### src/rtl/vcin_pkg.sv
package vcin_pkg;

  typedef enum logic [1:0] {
    KIND_BODY   = 2'b00,
    KIND_HEAD   = 2'b01,
    KIND_TAIL   = 2'b10,
    KIND_SINGLE = 2'b11
  } flit_kind_e;

  function automatic logic kind_opens(input logic [1:0] k);
    return k[0];
  endfunction

  function automatic logic kind_closes(input logic [1:0] k);
    return k[1];
  endfunction

endpackage

### src/rtl/vcin_flit_fifo.sv
module vcin_flit_fifo #(
  parameter int WIDTH = 18,
  parameter int DEPTH = 4
) (
  input  logic             clk,
  input  logic             rst_n,
  input  logic             push,
  input  logic             pop,
  input  logic [WIDTH-1:0] wdata,
  output logic [WIDTH-1:0] rdata,
  output logic             empty,
  output logic             full
);
  localparam int PTR_W = (DEPTH > 1) ? $clog2(DEPTH) : 1;
  localparam int CNT_W = $clog2(DEPTH + 1);

  logic [WIDTH-1:0] mem [DEPTH];
  logic [PTR_W-1:0] wr_ptr, rd_ptr;
  logic [CNT_W-1:0] count;

  function automatic logic [PTR_W-1:0] step_ptr(input logic [PTR_W-1:0] p);
    return (p == PTR_W'(DEPTH - 1)) ? '0 : p + 1'b1;
  endfunction

  always_ff @(posedge clk) begin
    if (push) mem[wr_ptr] <= wdata;
  end

  always_ff @(posedge clk) begin
    if (!rst_n) begin
      wr_ptr <= '0;
      rd_ptr <= '0;
      count  <= '0;
    end else begin
      if (push) wr_ptr <= step_ptr(wr_ptr);
      if (pop)  rd_ptr <= step_ptr(rd_ptr);
      case ({push, pop})
        2'b10:   count <= count + 1'b1;
        2'b01:   count <= count - 1'b1;
        default: count <= count;
      endcase
    end
  end

  assign rdata = mem[rd_ptr];
  assign empty = (count == '0);
  assign full  = (count == CNT_W'(DEPTH));

  // occupancy follows pushes and pops exactly
  assert_fifo_count_R8: assert property (@(posedge clk) disable iff (!rst_n)
    (push && !pop) |=> (count == $past(count) + 1'b1));
  assert_pop_nonempty_R8: assert property (@(posedge clk) disable iff (!rst_n)
    pop |-> !empty);
endmodule

### src/rtl/vcin_vc_state.sv
module vcin_vc_state #(
  parameter int PORT_W = 3,
  parameter int OVC_W  = 1
) (
  input  logic              clk,
  input  logic              rst_n,
  input  logic              bind_en,
  input  logic [PORT_W-1:0] bind_port,
  input  logic [OVC_W-1:0]  bind_ovc,
  input  logic              release_en,
  output logic              active,
  output logic [PORT_W-1:0] port,
  output logic [OVC_W-1:0]  ovc
);
  always_ff @(posedge clk) begin
    if (!rst_n) begin
      active <= 1'b0;
      port   <= '0;
      ovc    <= '0;
    end else if (release_en) begin
      active <= 1'b0;
    end else if (bind_en) begin
      active <= 1'b1;
      port   <= bind_port;
      ovc    <= bind_ovc;
    end
  end

  // a forwarded tail leaves the VC idle
  assert_release_on_tail_R4: assert property (@(posedge clk) disable iff (!rst_n)
    release_en |=> !active);
  // the route stays fixed while the packet is in flight
  assert_route_stable_R3: assert property (@(posedge clk) disable iff (!rst_n)
    (active && !release_en) |=> (port == $past(port) && ovc == $past(ovc)));
endmodule

### src/rtl/vcin_credit_ctr.sv
module vcin_credit_ctr #(
  parameter int MAX = 4
) (
  input  logic clk,
  input  logic rst_n,
  input  logic inc,
  input  logic dec,
  output logic nonzero
);
  localparam int CNT_W = $clog2(MAX + 1);

  logic [CNT_W-1:0] count;

  always_ff @(posedge clk) begin
    if (!rst_n) begin
      count <= CNT_W'(MAX);
    end else begin
      case ({inc, dec})
        2'b10:   count <= count + 1'b1;
        2'b01:   count <= count - 1'b1;
        default: count <= count;
      endcase
    end
  end

  assign nonzero = (count != '0);

  // nothing is sent into a downstream VC with no free slot
  assert_no_send_at_zero_credit_R5: assert property (@(posedge clk) disable iff (!rst_n)
    dec |-> (count != '0));
  // returned credits never exceed the downstream depth
  assert_credit_bounded_R6: assert property (@(posedge clk) disable iff (!rst_n)
    (inc && !dec) |-> (count != CNT_W'(MAX)));
endmodule

### src/rtl/vc_input_port.sv
module vc_input_port #(
  parameter int NUM_VC    = 2,
  parameter int DEPTH     = 4,
  parameter int DATA_W    = 16,
  parameter int NUM_PORTS = 5,
  parameter int NUM_OVC   = 2,
  parameter int DN_DEPTH  = 4,
  localparam int VC_W     = $clog2(NUM_VC),
  localparam int PORT_W   = $clog2(NUM_PORTS),
  localparam int OVC_W    = $clog2(NUM_OVC)
) (
  input  logic              clk,
  input  logic              rst_n,
  input  logic              in_valid,
  input  logic [VC_W-1:0]   in_vc,
  input  logic [1:0]        in_kind,
  input  logic [DATA_W-1:0] in_data,
  output logic              credit_out_valid,
  output logic [VC_W-1:0]   credit_out_vc,
  input  logic              bind_valid,
  input  logic [VC_W-1:0]   bind_vc,
  input  logic [PORT_W-1:0] bind_port,
  input  logic [OVC_W-1:0]  bind_ovc,
  input  logic [VC_W-1:0]   sel_vc,
  output logic              out_valid,
  input  logic              out_ready,
  output logic [1:0]        out_kind,
  output logic [DATA_W-1:0] out_data,
  output logic [PORT_W-1:0] out_port,
  output logic [OVC_W-1:0]  out_ovc,
  output logic [VC_W-1:0]   out_vc,
  input  logic              credit_in_valid,
  input  logic [OVC_W-1:0]  credit_in_vc,
  output logic              err_overflow
);
  import vcin_pkg::*;

  localparam int FLIT_W = DATA_W + 2;

  logic [FLIT_W-1:0] q_rdata    [NUM_VC];
  logic [FLIT_W-1:0] front_flit [NUM_VC];
  logic [PORT_W-1:0] st_port    [NUM_VC];
  logic [OVC_W-1:0]  st_ovc     [NUM_VC];
  logic [PORT_W-1:0] rt_port    [NUM_VC];
  logic [OVC_W-1:0]  rt_ovc     [NUM_VC];
  logic [NUM_VC-1:0] q_empty, q_full, arrive, front_valid, st_active;
  logic [NUM_VC-1:0] bind_hit, routed, go, push, pop, release_vc, ovf;
  logic [NUM_OVC-1:0] cr_nonzero, cr_inc, cr_dec;
  logic fire, sel_ok;

  // per-VC queue, state and front-of-line selection
  for (genvar v = 0; v < NUM_VC; v++) begin : g_vc
    assign arrive[v]      = in_valid && (in_vc == VC_W'(v));
    assign front_valid[v] = !q_empty[v] || arrive[v];
    assign front_flit[v]  = q_empty[v] ? {in_kind, in_data} : q_rdata[v];
    assign bind_hit[v]    = bind_valid && (bind_vc == VC_W'(v)) && !st_active[v]
                            && front_valid[v] && kind_opens(front_flit[v][FLIT_W-1 -: 2]);
    assign routed[v]      = st_active[v] || bind_hit[v];
    assign rt_port[v]     = st_active[v] ? st_port[v] : bind_port;
    assign rt_ovc[v]      = st_active[v] ? st_ovc[v]  : bind_ovc;

    assign go[v]          = fire && (sel_vc == VC_W'(v));
    assign pop[v]         = go[v] && !q_empty[v];
    assign push[v]        = arrive[v] && !q_full[v] && !(go[v] && q_empty[v]);
    assign ovf[v]         = arrive[v] && q_full[v];
    assign release_vc[v]  = go[v] && kind_closes(front_flit[v][FLIT_W-1 -: 2]);

    vcin_flit_fifo #(.WIDTH(FLIT_W), .DEPTH(DEPTH)) u_fifo (
      .clk   (clk),
      .rst_n (rst_n),
      .push  (push[v]),
      .pop   (pop[v]),
      .wdata ({in_kind, in_data}),
      .rdata (q_rdata[v]),
      .empty (q_empty[v]),
      .full  (q_full[v])
    );

    vcin_vc_state #(.PORT_W(PORT_W), .OVC_W(OVC_W)) u_state (
      .clk        (clk),
      .rst_n      (rst_n),
      .bind_en    (bind_hit[v]),
      .bind_port  (bind_port),
      .bind_ovc   (bind_ovc),
      .release_en (release_vc[v]),
      .active     (st_active[v]),
      .port       (st_port[v]),
      .ovc        (st_ovc[v])
    );
  end

  // downstream credit counters, one per downstream VC
  for (genvar o = 0; o < NUM_OVC; o++) begin : g_credit
    assign cr_dec[o] = fire && (out_ovc == OVC_W'(o));
    assign cr_inc[o] = credit_in_valid && (credit_in_vc == OVC_W'(o));

    vcin_credit_ctr #(.MAX(DN_DEPTH)) u_ctr (
      .clk     (clk),
      .rst_n   (rst_n),
      .inc     (cr_inc[o]),
      .dec     (cr_dec[o]),
      .nonzero (cr_nonzero[o])
    );
  end

  // output channel: the granted VC offers its front flit
  assign sel_ok   = (int'(sel_vc) < NUM_VC);
  assign out_vc   = sel_vc;
  assign out_kind = front_flit[sel_vc][FLIT_W-1 -: 2];
  assign out_data = front_flit[sel_vc][DATA_W-1:0];
  assign out_port = rt_port[sel_vc];
  assign out_ovc  = rt_ovc[sel_vc];
  assign out_valid = sel_ok && front_valid[sel_vc] && routed[sel_vc]
                     && cr_nonzero[rt_ovc[sel_vc]];
  assign fire     = out_valid && out_ready;

  // upstream credit return and overflow flag
  always_ff @(posedge clk) begin
    if (!rst_n) begin
      credit_out_valid <= 1'b0;
      credit_out_vc    <= '0;
      err_overflow     <= 1'b0;
    end else begin
      credit_out_valid <= fire;
      credit_out_vc    <= sel_vc;
      if (|ovf) err_overflow <= 1'b1;
    end
  end

  // every departure gives back exactly one upstream credit
  assert_credit_return_R9: assert property (@(posedge clk) disable iff (!rst_n)
    fire |=> (credit_out_valid && credit_out_vc == $past(sel_vc)));
  assert_no_spurious_credit_R9: assert property (@(posedge clk) disable iff (!rst_n)
    !fire |=> !credit_out_valid);
  // overflow raises the flag and it sticks
  assert_overflow_flag_R10: assert property (@(posedge clk) disable iff (!rst_n)
    (|ovf) |=> err_overflow);
  assert_err_sticky_R10: assert property (@(posedge clk) disable iff (!rst_n)
    err_overflow |=> err_overflow);
  // an offered flit that is not taken is still offered next cycle
  assert_hold_R11: assert property (@(posedge clk) disable iff (!rst_n)
    (out_valid && !out_ready && !q_empty[sel_vc]) |=>
      ($stable(sel_vc) && !credit_in_valid) |-> (out_data == $past(out_data)));
endmodule

### config.mk
export PLATFORM = sky130hd
export DESIGN_NAME = vc_input_port
export DESIGN_NICKNAME = d
export VERILOG_FILES = /design/src/rtl/vcin_pkg.sv /design/src/rtl/vcin_flit_fifo.sv /design/src/rtl/vcin_vc_state.sv /design/src/rtl/vcin_credit_ctr.sv /design/src/rtl/vc_input_port.sv
export SDC_FILE = /design/constraint.sdc
export NUM_CORES = 1
export LEC_CHECK = 0
export BUFFER_PORTS_ARGS = -buffer_cell sky130_fd_sc_hd__buf_2
export CAP_MARGIN = 5
export CORE_ASPECT_RATIO = 0.5
export CORE_UTILIZATION = 45
export DETAILED_ROUTE_END_ITERATION = 6
export GPL_ROUTABILITY_DRIVEN = 1
export SYNTH_ARGS = -nofsm -noshare
export SYNTH_HDL_FRONTEND = slang
export SYNTH_SLANG_ARGS = --single-unit
### constraint.sdc
create_clock -name clk -period 4 [get_ports clk]
set_clock_uncertainty 0.15 [all_clocks]
set_input_delay 0.2 -clock clk [delete_from_list [all_inputs] [get_ports clk]]
set_output_delay 0.2 -clock clk [all_outputs]
set_load 0.01 [all_outputs]
==> metrics.csv, run 1 <==
stage,metric,value,unit
run_status,status,completed,
floorplan,Ports,59,
critical_path,Critical Path Max Stage Delay,0.45,ns
critical_path,CP Max Fanout,7,
global_route,total gr overflow,0,
floorplan,Rows,33,
critical_path,CP required,4.20,ns
sta,max-slew violations,0,
sta,Setup TNS Final,0,ns
synth,sequential share of the synthesized area,64.84,%
routing,DRC violation count after routing,0,
synth,YS warnings,0,
critical_path,Worst path most repeated cell,inv_1,
power,Pwr Density,455.6,mW/mm^2
critical_path,Crit path buffers/inverters,2,
routing,wire per inst,19.01,microns
place,# port buffers,58,
clock_network,Max H-tree Level,4,
clock_network,"Clk pin slew, worst setup/hold paths",0.07,ns
critical_path,critical-path cell list,nor3b_1 -> a41oi_1 -> a211oi_2 -> o211ai_2 -> o311a_1 -> inv_1 -> ha_1 -> inv_1 -> fa_1 -> xor2_1 -> or3_1 -> a21oi_1,
clock_network,CTS tree,yes,
floorplan,Die X,188.3,microns
global_route,GRT Resource Usage Total,19.57,%
synth,syn avg cell area,14.91,sq um
place,Area after DPL,0.008402,sq mm
floorplan,full die area,0.01792,sq mm
layout,post-route cell area,0.009256,sq mm
clock_network,clock sinks,181,
routing,number of iterations in the first detailed-routing pass,6,
critical_path,startpoint types,register,
worst_hold_path,min-delay worst type,in2reg,
synth,synth unique cells,48,
routing,Routed WL,16230,microns
floorplan,area of the core,0.01668,sq mm
sta,final hold vios,0,
critical_path,Reg2Reg Depth,12,
critical_path,WS Path Type,reg2reg,
global_route,pin count of the biggest net entering global routing,47,
global_route,antenna violations before repair,0,
job,max-cap violations,0,
global_route,met2 GRT Util,31.27,%
place,HPWL Detailed,9703,microns
sta,crit share post-route,85.57,%
critical_path,CP Capture Type,register,
worst_hold_path,Hold Path Stages,2,
synth,"FF+latch count, synth",181,
layout,Fill cells,1375,
global_route,global route hottest layer,met2,
layout,Multi-input gate area,0.002552,sq mm
clock_network,CTS buffer count,17,
place,placed cells,800,
routing,DR vias,4637,
layout,area grow syn2layout,18.50,%
place,RD Place Congestion,0.7263,
routing,antenna-violating nets left,0,
global_route,first-pass GRT wire length,25620,microns
critical_path,CP Data Arrival Time,3.62,ns
synth,Mapped Cells,524,
floorplan,Initial Utilization,46.83,%
synth,top_reg_cell synth,edfxtp_1,
sta,crit path time final,3.423,ns
critical_path,slowest CP cell,o311a_1,
global_route,GRT met3 Usage,3.717,%
layout,layout cell share with drive strength beyond 1,25.04,%
routing,via/cell ratio,5.430,
sta,Fmax achieved,292.2,MHz
global_route,met1 Resource Use GR,27.17,%
clock_network,clock buffer depth,2,
layout,ant diodes,0,
synth,syn nets,574,
sta,Finish-stage setup viols,0,
clock_network,clk_lat worst skew,0.43,ns
clock_network,# resized after CTS,0,
sta,worst-margin pin slew,0.5709,ns
layout,fin cells,854,
power,LEAKAGE,3.226,nW
layout,fin nets,665,
floorplan,DIE HEIGHT,95.16,microns
layout,Reg area,0.005065,sq mm
synth,mapped cell area,0.007811,sq mm
synth,number of synthesized flops with an enable pin,144,
sta,RSZ-0062 raised after global routing,no,
power,VDD IR max,0.3050,mV
routing,Starting DRT DRC Count,334,
clock_network,Root Driver,clkbuf_16,
sta,Worst slew margin,61.76,%
global_route,vias in the first global route,4636,
layout,fin util,55.49,%
critical_path,Worst path top cell family by delay,compound AO/OA/AOI/OAI gates,
synth,ys async rst share,0,%
critical_path,WP depth,12,
[Yosys cell counts, drive strengths merged (4+ instances only)]
library cell  instances  area share (%)
ha                   14             2.2
a21oi                 8            0.51
clkbuf               18            0.90
mux4                 36              10
and2                 27             2.2
xor2                  8            0.90
dfxtp                37             9.5
a31oi                18             1.4
o21ai                 8            0.80
a211oi               18             1.8
nor2                 25             1.2
nand2                66             3.2
inv                  20            0.96
or3                  10            0.80
mux2i                17             2.3
nand3                 7            0.45
buf                   9            0.75
edfxtp              144              55
fa                    4             1.0
nor3                  5            0.46
[worst paths after layout]
kind,from,endpoint,slack (ns)
hold / removal,rst_n,g_credit[1].u_ctr.count[2],0.07
setup / recovery,g_vc[0].u_state.active,g_vc[0].u_fifo.count[2],0.58
setup reg to reg,g_vc[0].u_state.active,g_vc[0].u_fifo.count[2],0.58
hold reg to reg,g_vc[1].u_state.port[0],g_vc[1].u_state.port[0],0.31
[stage by stage]
| step | hold WS (ns) | power (mW) | setup slack [ns] |
|---|---|---|---|
| after floorplan | 0.1489 | 2.322 | 0.9643 |
| after global placement | 0.2958 | 2.459 | 0.6675 |
| after detailed placement | 0.3031 | 2.465 | 0.5699 |
| after CTS | 0.06227 | 4.255 | 0.5603 |
| after global routing | 0.1059 | 4.359 | 0.2880 |
| final | 0.06577 | 4.217 | 0.5772 |
[cells by family after synthesis]
| group | share of synthesized area, % |
|---|---|
| DFF | 64.84 |
| and+or+nand+nor | 9.115 |
| AOI/OAI and AO/OA | 6.359 |
| muxes | 12.91 |
| buffers and inverters | 2.611 |
| adders and majority gates | 3.268 |
| xor gates and xnor gates | 0.8970 |
[layer usage]
| layer | up-vias | part of all wire [%] |
|---|---|---|
| met5 | - | 0 |
| met4 | 0 | 1.4 |
| met3 | 18 | 5.8 |
| met2 | 138 | 46 |
| met1 | 2317 | 47 |
| li1 | 2164 | - |
[area by class of cell]
type | instances | share of cell area (%)
flip-flops and latches | 181 | 54.72
inverters | 20 | 0.8110
clock inverters | 13 | 2.109
multi-input cells | 296 | 27.58
well taps | 227 | 3.068
clock buffers | 18 | 4.636
repair buffers | 99 | 7.083
[placed cells by master, fill, tap and decap left out, types with 14 or more instances in the layout]
cell	synthesis	final
ha_1	14	14
a211oi_1	17	17
nor2_1	24	24
nand2_1	66	66
mux4_2	36	36
and2_1	27	27
clkbuf_16	0	17
buf_4	2	18
edfxtp_1	144	144
dfxtp_1	37	37
buf_2	2	58
inv_1	19	19
mux2i_1	16	16
dlygate4sd3_1	0	23
a31oi_1	18	18
[repair_timing]
action / CTS / global route
buffers inserted: 0 / 0
hold buffers: 23 / 0
endpoints found under the hold margin: 153 / 0
[report_power, final]
part           total, mW  leakage (nW)  internal, mW  switching (mW)
clock               1.78         0.305          1.06           0.725
combinational      0.345          1.31         0.135           0.210
sequential          2.09          1.61          2.07          0.0180
total               4.22          3.23          3.26           0.953
[state kept, by name, summed over array words and instances (netlist names), named ones only]
name and flops:
g_vc.u_fifo.wr_ptr 4, g_vc.u_fifo.count 6, g_vc.u_fifo.rd_ptr 4, err_overflow 1, g_vc.u_state.active 2, g_vc.u_fifo.mem 144
credit_out_vc 1, credit_out_valid 1, g_vc.u_state.ovc 2, g_vc.u_state.port 6, g_credit.u_ctr.count 6
No activity file was read; power rests on OpenSTA's default activity.
==> inputs of run 2 (changes only) <==
--- a/config.mk
+++ b/config.mk
@@ -11,6 +11,7 @@
 export CORE_UTILIZATION = 45
 export DETAILED_ROUTE_END_ITERATION = 6
 export GPL_ROUTABILITY_DRIVEN = 1
+export MAX_ROUTING_LAYER = met4
 export SYNTH_ARGS = -nofsm -noshare
 export SYNTH_HDL_FRONTEND = slang
 export SYNTH_SLANG_ARGS = --single-unit
==> run 2 against run 1 <==
- total power barely moved
- core utilization did not move
- fmax barely moved
- register-to-register slack barely moved
- critical path depth did not move
- non-clock buffer count did not move
- final area did not move
- sequential power barely moved
- hold slack got worse by 0.0037 ns
==> metrics.csv, run 2 (synthesized netlist as in run 1, its figures left out) <==
stage,metric,value,unit,change
run_status,status,completed,,
clock_network,clk_lat worst skew,0.43,ns,about the same
floorplan,Ports,59,,unchanged
clock_network,clock sinks,181,,unchanged
worst_hold_path,min-delay worst type,in2reg,,
power,VDD IR max,0.3075,mV,+0.83%
power,Pwr Density,456.0,mW/mm^2,about the same
sta,worst-margin pin slew,0.5945,ns,+0.02353 ns
place,placed cells,800,,unchanged
clock_network,Max H-tree Level,4,,unchanged
clock_network,CTS tree,yes,,
place,pre-CTS WS,0.5699,ns,unchanged
sta,crit path time final,3.426,ns,+0.003002 ns
sta,Worst slew margin,60.18,%,-1.6 points
global_route,antenna violations before repair,0,,unchanged
sta,final hold vios,0,,unchanged
clock_network,Root Driver,clkbuf_16,,
layout,fin util,55.49,%,unchanged
sta,Setup TNS Final,0,ns,unchanged
critical_path,CP Data Arrival Time,3.63,ns,about the same
layout,fin nets,665,,unchanged
sta,max-slew violations,0,,unchanged
floorplan,Rows,33,,unchanged
critical_path,slowest CP cell,o311a_1,,
routing,wire per inst,19.03,microns,+0.10%
sta,Fmax achieved,291.9,MHz,about the same
floorplan,area of the core,0.01668,sq mm,unchanged
critical_path,startpoint types,register,,
job,max-cap violations,0,,unchanged
layout,Biggest register,g_vc.u_fifo.mem,,
routing,DRC violation count after routing,0,,unchanged
place,HPWL Detailed,9703,microns,unchanged
routing,number of iterations in the first detailed-routing pass,5,,-1
global_route,first-pass GRT wire length,25650,microns,+0.11%
clock_network,"Clk pin slew, worst setup/hold paths",0.07,ns,about the same
clock_network,Post-CTS Setup Inserts,0,,unchanged
clock_network,# resized after CTS,0,,unchanged
layout,"commonest cells after routing, fill and taps aside","edfxtp_1 (144), nand2_1 (66), buf_2 (58), dfxtp_1 (37), mux4_2 (36)",,
sta,RSZ-0062 raised after global routing,no,,
floorplan,Initial Utilization,46.83,%,unchanged
critical_path,CP required,4.20,ns,about the same
clock_network,clock buffer depth,2,,unchanged
place,# port buffers,58,,unchanged
floorplan,DIE HEIGHT,95.16,microns,unchanged
sta,crit share post-route,85.65,%,about the same
power,LEAKAGE,3.226,nW,unchanged
critical_path,Critical Path Max Stage Delay,0.45,ns,about the same
critical_path,critical-path cell list,nor3b_1 -> a41oi_1 -> a211oi_2 -> o211ai_2 -> o311a_1 -> inv_1 -> ha_1 -> inv_1 -> fa_1 -> xor2_1 -> or3_1 -> a21oi_1,,
critical_path,crit path from,g_vc[0].u_state.active,,
critical_path,WS Path Type,reg2reg,,
clock_network,CTS buffer count,17,,unchanged
power,overall power,4.221,mW,about the same
layout,fin cells,854,,unchanged
floorplan,Die X,188.3,microns,unchanged
critical_path,reg2reg start,g_vc[0].u_state.active,,
routing,Routed WL,16250,microns,+0.10%
layout,post-route cell area,0.009256,sq mm,unchanged
place,Area after DPL,0.008402,sq mm,unchanged
global_route,total gr overflow,0,,unchanged
place,RD Place Congestion,0.7350,,+1.2%
routing,antenna-violating nets left,0,,unchanged
floorplan,full die area,0.01792,sq mm,unchanged
routing,DR vias,4613,,-0.52%
layout,"commonest non-fill, non-tap cell in the layout",edfxtp_1,,
sta,final setup margin,0.5742,ns,-0.003002 ns
layout,layout cell share with drive strength beyond 1,25.04,%,unchanged
layout,max FFs per register,144,,unchanged
worst_hold_path,hold path start,rst_n,,
sta,Finish-stage setup viols,0,,unchanged
sta,Hold WS,0.06209,ns,-0.003680 ns
routing,via/cell ratio,5.402,,-0.52%
routing,Starting DRT DRC Count,333,,-0.30%
critical_path,CP Capture Type,register,,
global_route,GRT Resource Usage Total,20.20,%,+0.63 points
critical_path,CP Max Fanout,7,,unchanged
global_route,vias in the first global route,4636,,unchanged
critical_path,Worst path most repeated cell,inv_1,,
global_route,pin count of the biggest net entering global routing,47,,unchanged
layout,ant diodes,0,,unchanged
layout,area grow syn2layout,18.50,%,unchanged
run 2: cell counts in the layout (fill, tap and decap cells not counted):
Identical to the previous run, type by type.
run 2: metal layers:
| metal | up-vias | share of wire (%) | track usage, % |
|---|---|---|---|
| met3 | 18 | 5.7 | 3.681 |
| met1 | 2307 | 47 | 27.29 |
| met4 | 0 | 1.4 | 6.855 |
| met2 | 127 | 46 | 31.18 |
| met5 | - | 0 | - |
| li1 | 2161 | - | - |
run 2: what timing repair did:
action,CTS,global route
hold buffers,23,0
setup endpoints to repair,0,0
endpoints found under the hold margin,153,0
run 2: final cells by class:
class / count / area [sq um]
Clock buffer: 18 / 429.2
Clock inverter: 13 / 195.2
Fill cell: 1375 / 7425
Inverter: 20 / 75.07
Multi-Input combinational cell: 296 / 2552
Sequential cell: 181 / 5065
Tap cell: 227 / 284.0
Timing Repair Buffer: 99 / 655.6
run 2: critical path, delay by kind of cell (launching register included):
family,cells,cell delay (ns)
AO/OA/AOI/OAI,5,1.31
AND/OR/NAND/NOR,2,0.66
adder cells (fa/ha/maj),2,0.55
flip-flops,1,0.35
buffers and inverters,2,0.16
XOR/XNOR,1,0.16
run 2: power breakdown:
part	switching (mW)	internal, mW	leakage (nW)
clock	0.729	1.05	0.305
sequential	0.0180	2.07	1.61
combinational	0.210	0.135	1.31
run 2: worst paths after layout:
check,slack (ns),cells after the start,to
max,0.57,12,g_vc[0].u_fifo.count[2]
min,0.06,2,g_credit[1].u_ctr.count[2]
max reg2reg,0.57,12,g_vc[0].u_fifo.count[2]
min reg2reg,0.31,2,g_vc[1].u_state.port[0]
==> inputs of run 3 (changes only) <==
==> constraint.sdc (replaced) <==
create_clock -name clk -period 4 [get_ports clk]
set_clock_uncertainty 0.15 [all_clocks]
set_input_delay 0 -clock clk [delete_from_list [all_inputs] [get_ports clk]]
set_output_delay 0 -clock clk [all_outputs]
set_load 0.01 [all_outputs]
==> run 3 against run 2 <==
- worst setup slack improved by 0.042 ns
- final area grew 1.1%
- core utilization grew 0.59 points
- total power down 1.4%
- largest power group unchanged
- routed wire length up 0.12%
- hold slack got worse by 0.045 ns
==> metrics.csv, run 3 (synthesized netlist as in run 1, its figures left out) <==
stage,metric,value,unit,change
layout,area grow syn2layout,19.77,%,
floorplan,full die area,0.01792,sq mm,unchanged
routing,Starting DRT DRC Count,372,,+12%
routing,wire per inst,18.79,microns,-1.3%
place,RD Place Congestion,0.7487,,+1.9%
sta,Fmax achieved,295.5,MHz,+1.2%
critical_path,Reg2Reg Depth,12,,unchanged
sta,Setup TNS Final,0,ns,unchanged
global_route,GRT Resource Usage Total,20.20,%,about the same
floorplan,area of the core,0.01668,sq mm,unchanged
power,sw power,0.9565,mW,about the same
power,power share of the combinational group,8.5,%,+0.3 points
critical_path,Worst path most repeated cell,inv_1,,
critical_path,slowest CP cell,o311a_1,,
clock_network,clock buffer depth,2,,unchanged
critical_path,reg2reg start,g_vc[0].u_state.active,,
layout,max FFs per register,144,,unchanged
critical_path,Worst path top cell family by delay,compound AO/OA/AOI/OAI gates,,
critical_path,critical-path cell list,nor3b_1 -> a41oi_1 -> a211oi_2 -> o211ai_2 -> o311a_1 -> inv_1 -> ha_1 -> inv_1 -> fa_1 -> xor2_1 -> or3_1 -> a21oi_1,,
global_route,vias in the first global route,4615,,-0.45%
clock_network,CTS buffer count,17,,unchanged
power,switching share of power,22.98,%,+0.31 points
floorplan,DIE HEIGHT,95.16,microns,unchanged
place,# port buffers,58,,unchanged
clock_network,clk_lat worst skew,0.42,ns,about the same
floorplan,Die X,188.3,microns,unchanged
clock_network,Max H-tree Level,4,,unchanged
critical_path,Critical R2R Capture,g_vc[0].u_fifo.count[2],,
critical_path,critical path endpoint,g_vc[0].u_fifo.count[2],,
critical_path,WS Path Type,reg2reg,,
global_route,total gr overflow,0,,unchanged
sta,worst-margin pin slew,0.6342,ns,+0.03977 ns
power,VDD IR max,0.2796,mV,-9.1%
power,overall power,4.162,mW,-1.4%
sta,crit path time final,3.384,ns,-0.04175 ns
routing,Routed WL,16270,microns,+0.12%
critical_path,Crit path buffers/inverters,2,,unchanged
critical_path,WP depth,12,,unchanged
layout,"commonest non-fill, non-tap cell in the layout",edfxtp_1,,
critical_path,crit path from,g_vc[0].u_state.active,,
layout,layout cell share with drive strength beyond 1,24.57,%,-0.47 points
routing,antenna-violating nets left,0,,unchanged
global_route,antenna violations before repair,0,,unchanged
power,LEAKAGE,3.266,nW,+1.2%
sta,final hold vios,0,,unchanged
global_route,pin count of the biggest net entering global routing,45,,-4.3%
critical_path,R2R setup slack,0.62,ns,+0.04 ns
layout,ant diodes,0,,unchanged
sta,Finish-stage setup viols,0,,unchanged
clock_network,clock sinks,181,,unchanged
routing,DRC violation count after routing,0,,unchanged
worst_hold_path,min-delay worst type,in2reg,,
clock_network,Root Driver,clkbuf_16,,
floorplan,Rows,33,,unchanged
sta,max-slew violations,0,,unchanged
sta,crit share post-route,84.60,%,-1.0 points
power,P_int,3.206,mW,-1.8%
power,Pwr Density,444.9,mW/mm^2,-2.4%
job,max-cap violations,0,,unchanged
floorplan,Initial Utilization,46.83,%,unchanged
critical_path,CP Data Arrival Time,3.58,ns,-0.05 ns
global_route,first-pass GRT wire length,25680,microns,+0.13%
clock_network,Post-CTS Setup Inserts,0,,unchanged
sta,Worst slew margin,57.52,%,-2.7 points
power,sequential power share,50.2,%,+0.6 points
critical_path,startpoint types,register,,
critical_path,Critical Path Max Stage Delay,0.45,ns,about the same
critical_path,CP required,4.20,ns,about the same
layout,fin nets,677,,+1.8%
floorplan,Ports,59,,unchanged
sta,RSZ-0062 raised after global routing,no,,
power,clock power share,41.3,%,-1.0 points
layout,Biggest register,g_vc.u_fifo.mem,,
clock_network,"Clk pin slew, worst setup/hold paths",0.07,ns,about the same
sta,Hold WS,0.01679,ns,-0.04530 ns
routing,via/cell ratio,5.346,,-1.0%
routing,number of iterations in the first detailed-routing pass,5,,unchanged
layout,"commonest cells after routing, fill and taps aside","edfxtp_1 (144), nand2_1 (66), buf_2 (58), dfxtp_1 (37), mux4_2 (36)",,
clock_network,CTS tree,yes,,
routing,DR vias,4630,,+0.37%
critical_path,CP Capture Type,register,,
place,HPWL Detailed,9743,microns,+0.41%
run_status,status,completed,,
critical_path,CP Max Fanout,7,,unchanged
run 3: cell count changes in the layout (fill, tap and decap cells not counted), sizes merged:
| cell | previous run | this run |
|---|---|---|
| dlygate4sd3 | 23 | 35 |
| bufinv | 4 | 3 |
| clkinv | 4 | 6 |
| clkbuf | 18 | 17 |
run 3: tightest hold or removal path, delay by kind of cell:
family                 cells  cell delay [ns]
AOI/OAI and AO/OA          1             0.20
buffers and inverters      1             0.11
muxes                      1             0.14
and+or+nand+nor            1             0.08
run 3: power groups by stage:
| stage | Clock, mW | Combinational (mW) | Sequential [mW] |
|---|---|---|---|
| final | 1.72 | 0.352 | 2.09 |
| after global routing | 1.82 | 0.390 | 2.09 |
| after CTS | 1.76 | 0.357 | 2.09 |
| after detailed placement | 0 | 0.332 | 2.13 |
| after global placement | 0 | 0.327 | 2.13 |
| after floorplan | 0 | 0.193 | 2.13 |
run 3: worst min-delay path by stage:
stage                         from                        to  slack [ns]  cells after the start
after floorplan             sel_vc                    out_vc       -0.06                      1
after global placement    in_valid              err_overflow        0.12                      3
after detailed placement  in_valid              err_overflow        0.12                      3
after CTS                    in_vc  g_vc[0].u_fifo.wr_ptr[1]       0.006                      4
after global routing         in_vc  g_vc[0].u_fifo.wr_ptr[1]        0.08                      4
final                        in_vc  g_vc[0].u_fifo.wr_ptr[1]        0.02                      4
run 3: cell type report:
| cell class | instances | area, sq um |
|---|---|---|
| clock buffer | 17 | 425.4 |
| tap | 227 | 284.0 |
| timing repair buffer | 111 | 775.7 |
| clock inverter | 14 | 177.7 |
| fill | 1348 | 7326 |
| sequential | 181 | 5065 |
| multi-input combinational | 296 | 2552 |
| inverter | 20 | 75.07 |
run 3: metal layers:
layer	global-route usage, %	part of all wire, %	vias to the layer above
met5	-	0	-
met4	5.645	0.61	0
met3	3.975	6.2	8
met2	31.33	47	118
met1	27.43	47	2321
li1	-	-	2183
run 3: repair_timing:
action                                 in CTS  in global routing
endpoints found under the hold margin     173                  0
hold buffers                               35                  0
gates resized for setup                     0                  0
run 3: stage by stage:
stage | instances | setup slack (ns) | cell area (sq um) | utilization, %
after floorplan | 524 | 0.9643 | 7811 | -
after global placement | 800 | 0.7440 | 8402 | 50.37
after detailed placement | 800 | 0.6240 | 8402 | 50.37
after CTS | 866 | 0.5965 | 9355 | 56.08
after global routing | 866 | 0.3757 | 9355 | 56.08
final | 866 | 0.6159 | 9355 | 56.08
